==> config.mk <==
export PLATFORM = sky130hd
export DESIGN_NAME = nba_reg_adapter
export DESIGN_NICKNAME = d
export VERILOG_FILES = /design/src/rtl/nba_pkg.sv /design/src/rtl/nba_addr_map.sv /design/src/rtl/nba_seq.sv /design/src/rtl/nba_merge.sv /design/src/rtl/nba_reg_adapter.sv
export SDC_FILE = /design/constraint.sdc
export NUM_CORES = 1
export LEC_CHECK = 0
export CAP_MARGIN = 10
export CORE_MARGIN = 2
export CORE_UTILIZATION = 40
export CTS_BUF_LIST = sky130_fd_sc_hd__clkbuf_2
export CTS_CLUSTER_DIAMETER = 30
export DETAILED_ROUTE_END_ITERATION = 7
export PLACE_DENSITY = 0.81
export SYNTH_ARGS = -nofsm -noshare
export SYNTH_HDL_FRONTEND = slang
export SYNTH_HIERARCHICAL = 1
export SYNTH_SLANG_ARGS = --single-unit
==> constraint.sdc <==
create_clock -name clk_i -period 6 [get_ports clk_i]
set_input_delay 0.9 -clock clk_i [delete_from_list [all_inputs] [get_ports clk_i]]
set_output_delay 0.9 -clock clk_i [all_outputs]
set_load 0.01 [all_outputs]
==> src/rtl/nba_pkg.sv <==
package nba_pkg;
  typedef enum logic [1:0] {
    BUS_W32 = 2'b00,
    BUS_W16 = 2'b01,
    BUS_S64 = 2'b10,
    BUS_RSV = 2'b11
  } bus_mode_e;

  typedef enum logic [1:0] {
    ST_IDLE,
    ST_LO,
    ST_HI,
    ST_RSP
  } seq_st_e;

  // registers that span two half-words in narrow mode
  localparam int N_WIDE_RD = 4;
  localparam int N_WIDE_WR = 5;
  localparam logic [15:0] WIDE_RD_OFS [N_WIDE_RD] = '{16'h000C, 16'h0010, 16'h0014, 16'h0018};
  localparam logic [15:0] WIDE_WR_OFS [N_WIDE_WR] = '{16'h0008, 16'h0038, 16'h003C, 16'h0040, 16'h0044};
endpackage

==> src/rtl/nba_addr_map.sv <==
module nba_addr_map
  import nba_pkg::*;
#(
  parameter int AW = 12
) (
  input  bus_mode_e     mode_i,
  input  logic [AW-1:0] addr_i,
  input  logic          we_i,
  output logic [AW:0]   phys_lo_o,
  output logic [AW:0]   phys_hi_o,
  output logic          narrow_o,
  output logic          two_beat_o
);
  localparam int PAW = AW + 1;

  logic [15:0]          ofs;
  logic [N_WIDE_RD-1:0] rd_hit;
  logic [N_WIDE_WR-1:0] wr_hit;

  assign ofs = 16'(addr_i);

  for (genvar i = 0; i < N_WIDE_RD; i++) begin : g_rd
    assign rd_hit[i] = (ofs == WIDE_RD_OFS[i]);
  end
  for (genvar i = 0; i < N_WIDE_WR; i++) begin : g_wr
    assign wr_hit[i] = (ofs == WIDE_WR_OFS[i]);
  end

  always_comb begin
    case (mode_i)
      BUS_W16: phys_lo_o = {2'b00, addr_i[AW-1:1]};
      BUS_S64: phys_lo_o = {addr_i, 1'b0};
      default: phys_lo_o = {1'b0, addr_i};
    endcase
  end

  assign phys_hi_o  = phys_lo_o + PAW'(2);
  assign narrow_o   = (mode_i == BUS_W16);
  assign two_beat_o = narrow_o && (we_i ? |wr_hit : |rd_hit);
endmodule

==> src/rtl/nba_seq.sv <==
module nba_seq
  import nba_pkg::*;
(
  input  logic clk_i,
  input  logic rst_ni,
  input  logic en_i,
  input  logic start_i,
  input  logic two_beat_i,
  input  logic ack_i,
  output logic ready_o,
  output logic issue_o,
  output logic hi_o,
  output logic cap_lo_o,
  output logic cap_hi_o,
  output logic done_o
);
  seq_st_e st_q, st_d;

  always_comb begin
    st_d = st_q;
    case (st_q)
      ST_IDLE: if (start_i) st_d = ST_LO;
      ST_LO:   if (ack_i) st_d = two_beat_i ? ST_HI : ST_RSP;
      ST_HI:   if (ack_i) st_d = ST_RSP;
      default: st_d = ST_IDLE;
    endcase
  end

  always_ff @(posedge clk_i or negedge rst_ni) begin
    if (!rst_ni) st_q <= ST_IDLE;
    else         st_q <= st_d;
  end

  assign ready_o  = en_i && (st_q == ST_IDLE);
  assign issue_o  = (st_q == ST_LO) || (st_q == ST_HI);
  assign hi_o     = (st_q == ST_HI);
  assign cap_lo_o = (st_q == ST_LO) && ack_i;
  assign cap_hi_o = (st_q == ST_HI) && ack_i;
  assign done_o   = (st_q == ST_RSP);
endmodule

==> src/rtl/nba_merge.sv <==
module nba_merge (
  input  logic        clk_i,
  input  logic        rst_ni,
  input  logic        narrow_i,
  input  logic        rd_i,
  input  logic        cap_lo_i,
  input  logic        cap_hi_i,
  input  logic [31:0] d_i,
  output logic [31:0] rdata_o
);
  always_ff @(posedge clk_i or negedge rst_ni) begin
    if (!rst_ni) begin
      rdata_o <= '0;
    end else if (rd_i) begin
      if (cap_lo_i)      rdata_o <= narrow_i ? {16'h0000, d_i[15:0]} : d_i;
      else if (cap_hi_i) rdata_o[31:16] <= d_i[15:0];
    end
  end
endmodule

==> src/rtl/nba_reg_adapter.sv <==
module nba_reg_adapter
  import nba_pkg::*;
#(
  parameter int AW = 12
) (
  input  logic          clk_i,
  input  logic          rst_ni,
  input  logic [1:0]    mode_i,
  input  logic          req_i,
  input  logic          we_i,
  input  logic [AW-1:0] addr_i,
  input  logic [31:0]   wdata_i,
  output logic          ready_o,
  output logic          done_o,
  output logic [31:0]   rdata_o,
  output logic          per_req_o,
  output logic          per_we_o,
  output logic [AW:0]   per_addr_o,
  output logic [31:0]   per_wdata_o,
  input  logic          per_ack_i,
  input  logic [31:0]   per_rdata_i
);
  bus_mode_e     mode_q;
  logic          locked_q;
  logic          we_q;
  logic [AW-1:0] addr_q;
  logic [31:0]   wdata_q;
  logic          start;
  logic          narrow;
  logic          two_beat;
  logic          hi_sel;
  logic          cap_lo;
  logic          cap_hi;
  logic [AW:0]   phys_lo;
  logic [AW:0]   phys_hi;

  // strap captured once after reset release
  always_ff @(posedge clk_i or negedge rst_ni) begin
    if (!rst_ni) begin
      mode_q   <= BUS_W32;
      locked_q <= 1'b0;
    end else if (!locked_q) begin
      mode_q   <= bus_mode_e'(mode_i);
      locked_q <= 1'b1;
    end
  end

  assign start = req_i && ready_o;

  always_ff @(posedge clk_i or negedge rst_ni) begin
    if (!rst_ni) begin
      we_q    <= 1'b0;
      addr_q  <= '0;
      wdata_q <= '0;
    end else if (start) begin
      we_q    <= we_i;
      addr_q  <= addr_i;
      wdata_q <= wdata_i;
    end
  end

  nba_addr_map #(.AW(AW)) u_map (
    .mode_i     (mode_q),
    .addr_i     (addr_q),
    .we_i       (we_q),
    .phys_lo_o  (phys_lo),
    .phys_hi_o  (phys_hi),
    .narrow_o   (narrow),
    .two_beat_o (two_beat)
  );

  nba_seq u_seq (
    .clk_i      (clk_i),
    .rst_ni     (rst_ni),
    .en_i       (locked_q),
    .start_i    (start),
    .two_beat_i (two_beat),
    .ack_i      (per_ack_i),
    .ready_o    (ready_o),
    .issue_o    (per_req_o),
    .hi_o       (hi_sel),
    .cap_lo_o   (cap_lo),
    .cap_hi_o   (cap_hi),
    .done_o     (done_o)
  );

  nba_merge u_merge (
    .clk_i    (clk_i),
    .rst_ni   (rst_ni),
    .narrow_i (narrow),
    .rd_i     (!we_q),
    .cap_lo_i (cap_lo),
    .cap_hi_i (cap_hi),
    .d_i      (per_rdata_i),
    .rdata_o  (rdata_o)
  );

  assign per_we_o   = we_q;
  assign per_addr_o = hi_sel ? phys_hi : phys_lo;

  always_comb begin
    if (!narrow)     per_wdata_o = wdata_q;
    else if (hi_sel) per_wdata_o = {16'h0000, wdata_q[31:16]};
    else             per_wdata_o = {16'h0000, wdata_q[15:0]};
  end
endmodule

==> impl_metrics.py, run 1 <==
metrics = {
    "global_route": {
        "overflow": 0,
        "grt_max_degree": 83,
        "grt_pass1_vias": 3841,
        "grt_first_pass_wirelength_um": 19300,
        "gr-usage-all-layers_pct": 19.3,
        "antenna_found_initial": 0,
    },
    "final_layout": {
        "nets": 629,
        "drive_gt1_share_pct": 23.4,
        "multi_input_area_mm2": 0.00234,
        "final_cells": 686,
        "diodes": 0,
        "nFillCells": 984,
        "syn2layout_area_growth_pct": 39.2,
        "layout.area.seq_mm2": 0.00205,
    },
    "worst_setup_path": {
        "start_kind": "register",
        "crit_required_ns": 5.10,
        "critPathKind": "reg -> out",
        "arrival_ns": 3.88,
        "crit_fanout": 45,
        "end_kind": "output port",
    },
    "place": {
        "io_buffer_count": 163,
        "place_congestion": 0.856,
        "dpl.cell_count": 670,
        "place_hpwl_um": 8350,
    },
    "power": {
        "clkPwrFrac_pct": 10.4,
        "switchingPower_mw": 1.15,
        "total_leakage_power_nw": 2.78,
        "p_seq_share_pct": 32.7,
        "p_comb_share_pct": 56.9,
        "peakVddDrop_mv": 0.304,
        "p_per_area_mw_per_mm2": 500,
        "p_sw_share_pct": 35.9,
        "p_int_mw": 2.06,
    },
    "drt": {
        "wl_per_cell_um": 16.8,
        "vias": 3557,
        "postRouteWirelength_um": 11600,
        "drc_errors": 0,
        "routed_via_density": 5.19,
        "dr.pass1.iters": 4,
        "drt_iter0_drc": 153,
        "ant_nets": 0,
    },
    "cts": {
        "clk_latency_ns": 0.53,
        "cts_hold_buf": 0,
        "path_clk_slew_ns": 0.23,
        "cts_setup_buffers": 0,
        "cts_buffers": 9,
        "root_buffer": "clkbuf_2",
        "clock_path_buffers": 2,
        "cts_resized": 0,
        "htree_levels": 3,
        "cts_tree": "yes",
        "clock_sinks": 82,
    },
    "sta": {
        "skew_ns": 0.0256,
        "period_needed_ns": 4.78,
        "slew_violations": 0,
        "setup_tns_ns": 0,
        "finalSetupViolCount": 0,
        "max_freq_mhz": 209,
        "tightest_slew_ns": 1.07,
        "slew_headroom_pct": 28.4,
        "hold_viol": 0,
        "rsz0062_at_grt": "no",
        "fin_crit_sh_pct": 79.7,
    },
    "logic_synthesis": {
        "syn-cell-area_mm2": 0.00460,
        "synth_top_area_share_pct": 44.6,
        "muxShareOfSynthArea_pct": 25.0,
        "ys_warn_count": 6,
        "yosys.area_share.simple_pct": 10.8,
        "synth_seq_cells": 82,
        "synth.largest_area_cell": "dfrtp_1",
        "synth_top_family_by_area": "multiplexers",
        "ys_types": 48,
        "synthCells": 387,
        "syn_nets": 478,
        "ys_seq_area_share_pct": 44.6,
        "synthAdderAreaFrac_pct": 2.17,
        "synth_xor_xnor_area_share_pct": 1.90,
        "synth_compound_area_share_pct": 10.9,
        "synth.avg_cell_area_um2": 11.9,
        "synth_area_leaders": "dfrtp_1 (45%), mux2_2 (17%), mux2_4 (7.8%)",
    },
    "min_path": {
        "hold_path.class": "in -> async",
    },
    "floorplan": {
        "die_x_um": 111,
        "die_area_mm2": 0.0124,
        "die_y_um": 111,
        "start_util_pct": 40.7,
        "core_region_area_mm2": 0.0113,
        "num_rows": 39,
        "boundaryPins": 164,
    },
    "job": {
        "maxCapViolations": 0,
    },
    "outcome": {
        "status": "finished clean",
    },
}
==> critical path, cell delays in order (launching register included) <==
cell,delay (ns)
dfrtp_1,0.43
inv_1,0.07
ha_2,0.74
a221o_1,0.32
o21ai_2,0.09
or4_4,0.58
nor4b_4,0.29
xnor2_1,0.15
mux2_2,0.17
clkdlybuf4s50_1,0.53
==> sequential cells by signal (all words and copies together) (netlist names) <==
name,flops
mode_q,2
u_seq/st_q,2
wdata_q,32
u_merge/rdata_o,32
locked_q,1
per_we_o,1
addr_q,12
==> cell usage after synthesis, drive strengths merged <==
| cell | count |
|---|---|
| mux2 | 94 |
| dfrtp | 82 |
| o22ai | 33 |
| a21oi | 20 |
| buf | 20 |
| and2b | 18 |
| inv | 18 |
| nor2b | 16 |
| nand2 | 13 |
| nor2 | 9 |
| o21ai | 9 |
| ha | 8 |
| xnor2 | 8 |
| a221o | 4 |
| a22oi | 4 |
| and2 | 4 |
| nor4 | 4 |
| clkbuf | 3 |
| a221oi | 2 |
| nand2b | 2 |
| nand3 | 2 |
| nor4b | 2 |
| xor2 | 2 |
| a31oi | 1 |
| and3 | 1 |
| conb | 1 |
| nand4 | 1 |
| nor3 | 1 |
| o2111ai | 1 |
| o21a | 1 |
| o22a | 1 |
| or2b | 1 |
| or4 | 1 |
==> placed cells by master (no fill, tap or decap), drive strengths merged, types with 9 or more instances in the layout <==
master,Yosys,routed
and2b,18,18
dfrtp,82,82
nor2b,16,16
nand2,13,13
a21oi,20,20
clkdlybuf4s50,0,162
nor2,9,9
o21ai,9,9
mux2,94,94
inv,18,18
o22ai,33,33
clkbuf,3,9
==> final timing paths <==
path	startpoint	end	slack [ns]	depth (start not counted)
worst max-delay path	mode_q[1]$_DFFE_PN0N_	per_addr_o[11]	1.22	9
worst min-delay path	rst_ni	u_merge/rdata_o[14]$_DFFE_PN0P_	0.51	1
worst max register to register	u_seq/st_q[0]$_DFFE_PN0P_	u_seq/st_q[0]$_DFFE_PN0P_	3.47	7
worst min register to register	wdata_q[14]$_DFFE_PN0P_	wdata_q[14]$_DFFE_PN0P_	0.54	1
max in group asynchronous	rst_ni	addr_q[8]$_DFFE_PN0P_	4.82	1
min in group clk_i	wdata_q[14]$_DFFE_PN0P_	wdata_q[14]$_DFFE_PN0P_	0.54	1
==> metrics by stage <==
step	setup slack (ns)	hold slack (ns)	util (%)	power (mW)	area, um2
final	1.22	0.515	56.6	3.21	6410
after global routing	0.874	0.534	56.6	3.43	6410
after CTS	1.11	0.499	56.6	3.23	6410
after detailed placement	1.75	0.492	55.4	2.89	6270
after global placement	1.83	0.483	55.4	2.82	6270
after floorplan	2.69	0.474	-	2.07	4600
==> final cells by class <==
type,instances,share of cell area (%)
inverter,18,1.05
clock buffer,9,0.703
sequential,82,32.0
clock inverter,7,1.46
timing repair buffer,163,25.4
multi-input combinational,264,36.5
tap,143,2.79
==> per-layer routing <==
layer | vias up | track usage, % | share of wire (%)
li1 | 1686 | - | -
met1 | 1753 | 22.9 | 41
met2 | 112 | 34.4 | 53
met3 | 6 | 4.87 | 5.8
met4 | 0 | 5.93 | 0.68
met5 | - | 0 | 0
==> power groups by stage <==
stage / registers [mW] / logic (mW) / clock network, mW
CTS: 1.05 / 1.84 / 0.346
floorplan: 1.05 / 1.02 / 0
detailed placement: 1.06 / 1.83 / 0
finish: 1.05 / 1.82 / 0.333
global route: 1.09 / 1.96 / 0.372
global placement: 1.04 / 1.78 / 0
==> kinds of logic after synthesis <==
family | after synthesis
and+or+nand+nor | 75
muxes | 94
AOI/OAI and AO/OA | 76
other | 1
adders and majority gates | 8
DFF | 82
buffers and inverters | 41
xor gates and xnor gates | 10
No activity file was read; power rests on OpenSTA's default activity.
==> run 2: changes to the inputs <==
--- a/config.mk
+++ b/config.mk
@@ -11,7 +11,7 @@
 export CTS_BUF_LIST = sky130_fd_sc_hd__clkbuf_2
 export CTS_CLUSTER_DIAMETER = 30
 export DETAILED_ROUTE_END_ITERATION = 7
-export PLACE_DENSITY = 0.81
+export PLACE_DENSITY = 0.83
 export SYNTH_ARGS = -nofsm -noshare
 export SYNTH_HDL_FRONTEND = slang
 export SYNTH_HIERARCHICAL = 1
==> constraint.sdc (replaced) <==
create_clock -name clk_i -period 4.2 [get_ports clk_i]
set_input_delay 0.63 -clock clk_i [delete_from_list [all_inputs] [get_ports clk_i]]
set_output_delay 0.63 -clock clk_i [all_outputs]
set_load 0.01 [all_outputs]
==> run 2 against run 1 <==
  * Routed wire length increased by 5.1%
  * Sequential power increased by 43%
  * Final cell count up 1.0%
  * Global-route usage up 0.27 points
  * Combinational power up 46%
  * Power up 40%
  * Largest cell class unchanged
  * Via count is 3.1% higher
==> impl_metrics.py, run 2 (synthesized netlist as in run 1, its figures left out) <==
metrics = {
    "cts": {
        "cts_hold_buf": 0,
        "clock_path_buffers": 2,
        "path_clk_slew_ns": 0.22,
        "root_buffer": "clkbuf_2",
        "htree_levels": 3,
        "cts_tree": "yes",
        "clock_sinks": 82,
        "clk_latency_ns": 0.53,
        "cts_buffers": 9,
    },
    "outcome": {
        "status": "finished clean",
    },
    "final_layout": {
        "final_area_mm2": 0.00644,
        "drive_gt1_share_pct": 24.9,
        "diodes": 0,
        "nets": 636,
        "syn2layout_area_growth_pct": 40.0,
        "final_core_util_pct": 56.9,
        "layout_commonest_cell": "clkdlybuf4s50_1",
        "reg_top3": "u_merge/rdata_o x32, wdata_q x32, addr_q x12",
        "final_cell_mix": "clkdlybuf4s50_1 (161), dfrtp_1 (82), mux2_2 (68)",
    },
    "sta": {
        "max_freq_mhz": 249,
        "hold_viol": 0,
        "finalSetupViolCount": 0,
        "fin_crit_sh_pct": 95.8,
        "slew_headroom_pct": 31.7,
        "skew_ns": 0.0252,
        "period_needed_ns": 4.02,
        "slew_violations": 0,
        "tightest_slew_ns": 1.02,
    },
    "place": {
        "place_hpwl_um": 8580,
        "place_congestion": 0.839,
        "io_buffer_count": 163,
        "dpl-instance-area_mm2": 0.00629,
    },
    "drt": {
        "dr.pass1.iters": 4,
        "drt_iter0_drc": 193,
        "drc_errors": 0,
        "postRouteWirelength_um": 12100,
        "vias": 3668,
        "ant_nets": 0,
        "wl_per_cell_um": 17.5,
        "routed_via_density": 5.29,
    },
    "floorplan": {
        "die_x_um": 111,
        "start_util_pct": 40.7,
        "die_y_um": 111,
        "die_area_mm2": 0.0124,
        "boundaryPins": 164,
        "num_rows": 39,
        "core_region_area_mm2": 0.0113,
    },
    "worst_setup_path": {
        "end_kind": "output port",
        "crit_fanout": 11,
        "worstSetupStartpoint": "mode_q[0]$_DFFE_PN0N_",
        "crit_required_ns": 3.57,
        "r2r-start": "u_seq/st_q[0]$_DFFE_PN0P_",
        "r2r-end": "wdata_q[12]$_DFFE_PN0P_",
        "r2r_cells": 6,
        "start_kind": "register",
        "rrSetupSlack_ns": 1.77,
        "critPathKind": "reg -> out",
        "arrival_ns": 3.39,
    },
    "power": {
        "peakVddDrop_mv": 0.367,
        "total_leakage_power_nw": 2.81,
        "p_per_area_mw_per_mm2": 698,
    },
    "global_route": {
        "gr-usage-all-layers_pct": 19.6,
        "antenna_found_initial": 0,
        "grt_pass1_vias": 3909,
        "grt_first_pass_wirelength_um": 19500,
        "grt_max_degree": 83,
        "overflow": 0,
    },
    "job": {
        "maxCapViolations": 0,
    },
    "min_path": {
        "hold_path.class": "in -> async",
    },
}
==> run 2: cell types whose count changed in the layout (fill, tap and decap cells not counted), moves of 2 or more <==
cell / delta
buf_4: +7
bufinv_16: -2
clkinv_2: +2
clkinv_4: -2
ha_4: +2
==> run 2: worst max path at each step <==
stage                     slack [ns]  depth (start not counted)        endpoint
after floorplan                 1.16                          9  per_addr_o[11]
after global placement          0.61                          9  per_addr_o[12]
after detailed placement        0.49                          9  per_addr_o[12]
after CTS                      0.006                          9  per_addr_o[12]
after global routing          -0.004                         10  per_addr_o[12]
final                           0.18                          9  per_addr_o[12]
==> run 2: cell type report <==
cell class	count	area, um2
Clock inverter	6	33.8
Fill cell	997	4880
Multi-Input combinational cell	264	2380
Tap cell	143	179
Sequential cell	82	2050
Timing Repair Buffer	170	1680
Inverter	18	67.6
Clock buffer	10	50.0
==> run 2: stage by stage <==
| step | cells | power, mW | hold slack [ns] | setup slack [ns] | TNS [ns] |
|---|---|---|---|---|---|
| after global routing | 693 | 4.79 | 0.248 | -0.00388 | -0.00388 |
| after CTS | 689 | 4.51 | 0.226 | 0.00577 | 0 |
| after floorplan | 387 | 2.96 | 0.334 | 1.16 | 0 |
| after global placement | 673 | 4.04 | 0.485 | 0.614 | 0 |
| final | 693 | 4.50 | 0.233 | 0.177 | 0 |
| after detailed placement | 673 | 4.14 | 0.494 | 0.493 | 0 |
==> run 2: timing repair <==
action | 4_1_cts | 5_1_grt
setup endpoints to repair | 4 | 5
resized for setup | 2 | 5
setup buffers | 0 | 4
pin swaps | 0 | 3
==> run 2: power breakdown <==
group | internal [mW] | switching [mW] | total [mW]
sequential | 1.18 | 0.325 | 1.50
combinational | 1.58 | 1.07 | 2.65
clock | 0.0749 | 0.270 | 0.345
==> run 2: layer usage <==
layer  global-route usage, %  vias up  wire [um]
met5                       0        -          0
met4                    6.34        0        186
met3                    5.08       17        769
met2                    34.2      143       6100
met1                    23.6     1799       5090
li1                        -     1709          -
==> run 2: critical path, cell delays in order (launching register included) <==
cell,delay [ns]
dfrtp_1,0.44
inv_1,0.11
ha_4,0.25
buf_4,0.19
o21a_1,0.22
or4_4,0.57
nor4_4,0.25
xor2_1,0.16
mux2_2,0.16
clkdlybuf4s50_1,0.53
==> run 3: changes to the inputs <==
--- a/config.mk
+++ b/config.mk
@@ -6,12 +6,14 @@
 export NUM_CORES = 1
 export LEC_CHECK = 0
 export CAP_MARGIN = 10
+export CELL_PAD_IN_SITES_DETAIL_PLACEMENT = 0
+export CELL_PAD_IN_SITES_GLOBAL_PLACEMENT = 1
 export CORE_MARGIN = 2
-export CORE_UTILIZATION = 40
+export CORE_UTILIZATION = 32
 export CTS_BUF_LIST = sky130_fd_sc_hd__clkbuf_2
 export CTS_CLUSTER_DIAMETER = 30
 export DETAILED_ROUTE_END_ITERATION = 7
-export PLACE_DENSITY = 0.83
+export PLACE_DENSITY = 0.86
 export SYNTH_ARGS = -nofsm -noshare
 export SYNTH_HDL_FRONTEND = slang
 export SYNTH_HIERARCHICAL = 1
==> run 3 against run 2 <==
  * Hold slack improved by 0.014 ns
  * Largest power group unchanged
  * Sequential share of layout area shrank 0.45 points
  * Critical endpoint unchanged
  * Fmax increased by 1.6%
  * Sequential power is essentially flat
  * Count of clock-buffer cells in the layout fell by 1
  * Clock skew shrank 0.0073 ns
==> impl_metrics.py, run 3 (synthesized netlist as in run 1, its figures left out) <==
metrics = {
    "place": {
        "io_buffer_count": 163,
        "place_hpwl_um": 8860,
        "dpl-instance-area_mm2": 0.00634,
        "dpl.cell_count": 710,
        "place_congestion": 0.801,
    },
    "floorplan": {
        "start_util_pct": 32.9,
        "die_y_um": 124,
        "die_x_um": 124,
        "num_rows": 43,
        "core_region_area_mm2": 0.0140,
        "boundaryPins": 164,
        "die_area_mm2": 0.0154,
    },
    "drt": {
        "wl_per_cell_um": 16.8,
        "vias": 3642,
        "postRouteWirelength_um": 12200,
        "drc_errors": 0,
        "ant_nets": 0,
        "routed_via_density": 5.01,
        "drt_iter0_drc": 156,
        "dr.pass1.iters": 4,
    },
    "cts": {
        "clock_path_buffers": 2,
        "cts_tree": "yes",
        "cts_hold_buf": 0,
        "clk_latency_ns": 0.52,
        "htree_levels": 3,
        "root_buffer": "clkbuf_2",
        "cts_buffers": 9,
        "clock_sinks": 82,
        "path_clk_slew_ns": 0.23,
    },
    "worst_setup_path": {
        "critPathKind": "reg -> out",
        "crit_required_ns": 3.57,
        "end_kind": "output port",
        "start_kind": "register",
        "arrival_ns": 3.33,
        "crit_fanout": 20,
    },
    "sta": {
        "tightest_slew_ns": 1.03,
        "setup_tns_ns": 0,
        "slew_headroom_pct": 31.5,
        "period_needed_ns": 3.96,
        "hold_viol": 0,
        "rsz0062_at_grt": "no",
        "fin_crit_sh_pct": 94.3,
        "slew_violations": 0,
        "finalSetupViolCount": 0,
        "skew_ns": 0.0179,
        "max_freq_mhz": 252,
    },
    "outcome": {
        "status": "finished clean",
    },
    "power": {
        "total_leakage_power_nw": 2.80,
        "peakVddDrop_mv": 0.310,
        "p_per_area_mw_per_mm2": 715,
        "fin_total_pwr_mw": 4.67,
    },
    "min_path": {
        "hold_path.class": "in -> async",
    },
    "final_layout": {
        "syn2layout_area_growth_pct": 42.0,
        "reg_top3": "u_merge/rdata_o x32, wdata_q x32, addr_q x12",
        "final_cells": 727,
        "layout_commonest_cell": "clkdlybuf4s50_1",
        "final_cell_mix": "clkdlybuf4s50_1 (162), dfrtp_1 (82), mux2_2 (68)",
        "final_area_mm2": 0.00654,
        "diodes": 0,
        "nets": 633,
        "final_core_util_pct": 46.7,
        "drive_gt1_share_pct": 24.3,
    },
    "global_route": {
        "overflow": 0,
        "grt_pass1_vias": 3753,
        "antenna_found_initial": 0,
        "gr-usage-all-layers_pct": 15.8,
        "grt_max_degree": 83,
        "grt_first_pass_wirelength_um": 18700,
    },
    "job": {
        "maxCapViolations": 0,
    },
}
==> run 3: final cells by class <==
cell class                 count  area [um2]
multi-input combinational    264        2370
inverter                      18        67.6
fill                        1303        7450
tap                          180         225
timing repair buffer         167        1660
clock buffer                   9        45.0
clock inverter                 7         118
sequential                    82        2050
==> run 3: routing by layer <==
metal | vias up | wire length [um] | GRT usage, %
met3 | 17 | 755 | 4.17
met4 | 0 | 191 | 5.27
met1 | 1812 | 5190 | 19.4
li1 | 1696 | - | -
met2 | 117 | 6060 | 27.1
met5 | - | 0 | 0
==> run 3: power by group <==
| part | total, mW | internal [mW] | switching (mW) | leakage [nW] |
|---|---|---|---|---|
| Clock | 0.539 | 0.255 | 0.284 | 0.0858 |
| Sequential | 1.50 | 1.18 | 0.323 | 0.985 |
| Combinational | 2.63 | 1.58 | 1.05 | 1.73 |
| Total | 4.67 | 3.01 | 1.66 | 2.80 |
==> run 3: worst max-delay path, cell delays in order (launching register included) <==
cell             delay, ns
dfrtp_1               0.47
ha_4                  0.41
a221o_1               0.16
o21ai_2               0.09
or4_4                 0.58
nor4_2                0.26
xor2_1                0.16
mux2_2                0.16
clkdlybuf4s50_1       0.53
==> run 3: worst paths after layout <==
check | from | endpoint | slack (ns) | cells past startpoint
min | rst_ni | wdata_q[9]$_DFFE_PN0P_ | 0.25 | 1
max reg2reg | u_seq/st_q[0]$_DFFE_PN0P_ | wdata_q[11]$_DFFE_PN0P_ | 1.81 | 6
min reg2reg | wdata_q[11]$_DFFE_PN0P_ | wdata_q[11]$_DFFE_PN0P_ | 0.54 | 1
max | mode_q[1]$_DFFE_PN0N_ | per_addr_o[12] | 0.24 | 8
min in group clk_i | wdata_q[11]$_DFFE_PN0P_ | wdata_q[11]$_DFFE_PN0P_ | 0.54 | 1
max in group asynchronous | rst_ni | wdata_q[28]$_DFFE_PN0P_ | 3.31 | 1
==> run 3: through the flow <==
step / hold WS [ns] / setup slack (ns)
after floorplan: 0.334 / 1.16
after global placement: 0.483 / 0.585
after detailed placement: 0.492 / 0.520
after CTS: 0.226 / 0.112
after global routing: 0.256 / 0.0160
final: 0.248 / 0.238
==> run 3: repair_timing <==
item,in CTS,in global routing
gates resized for setup,2,2
setup endpoints to repair,4,2
pin swaps,0,0
buffers inserted,0,1
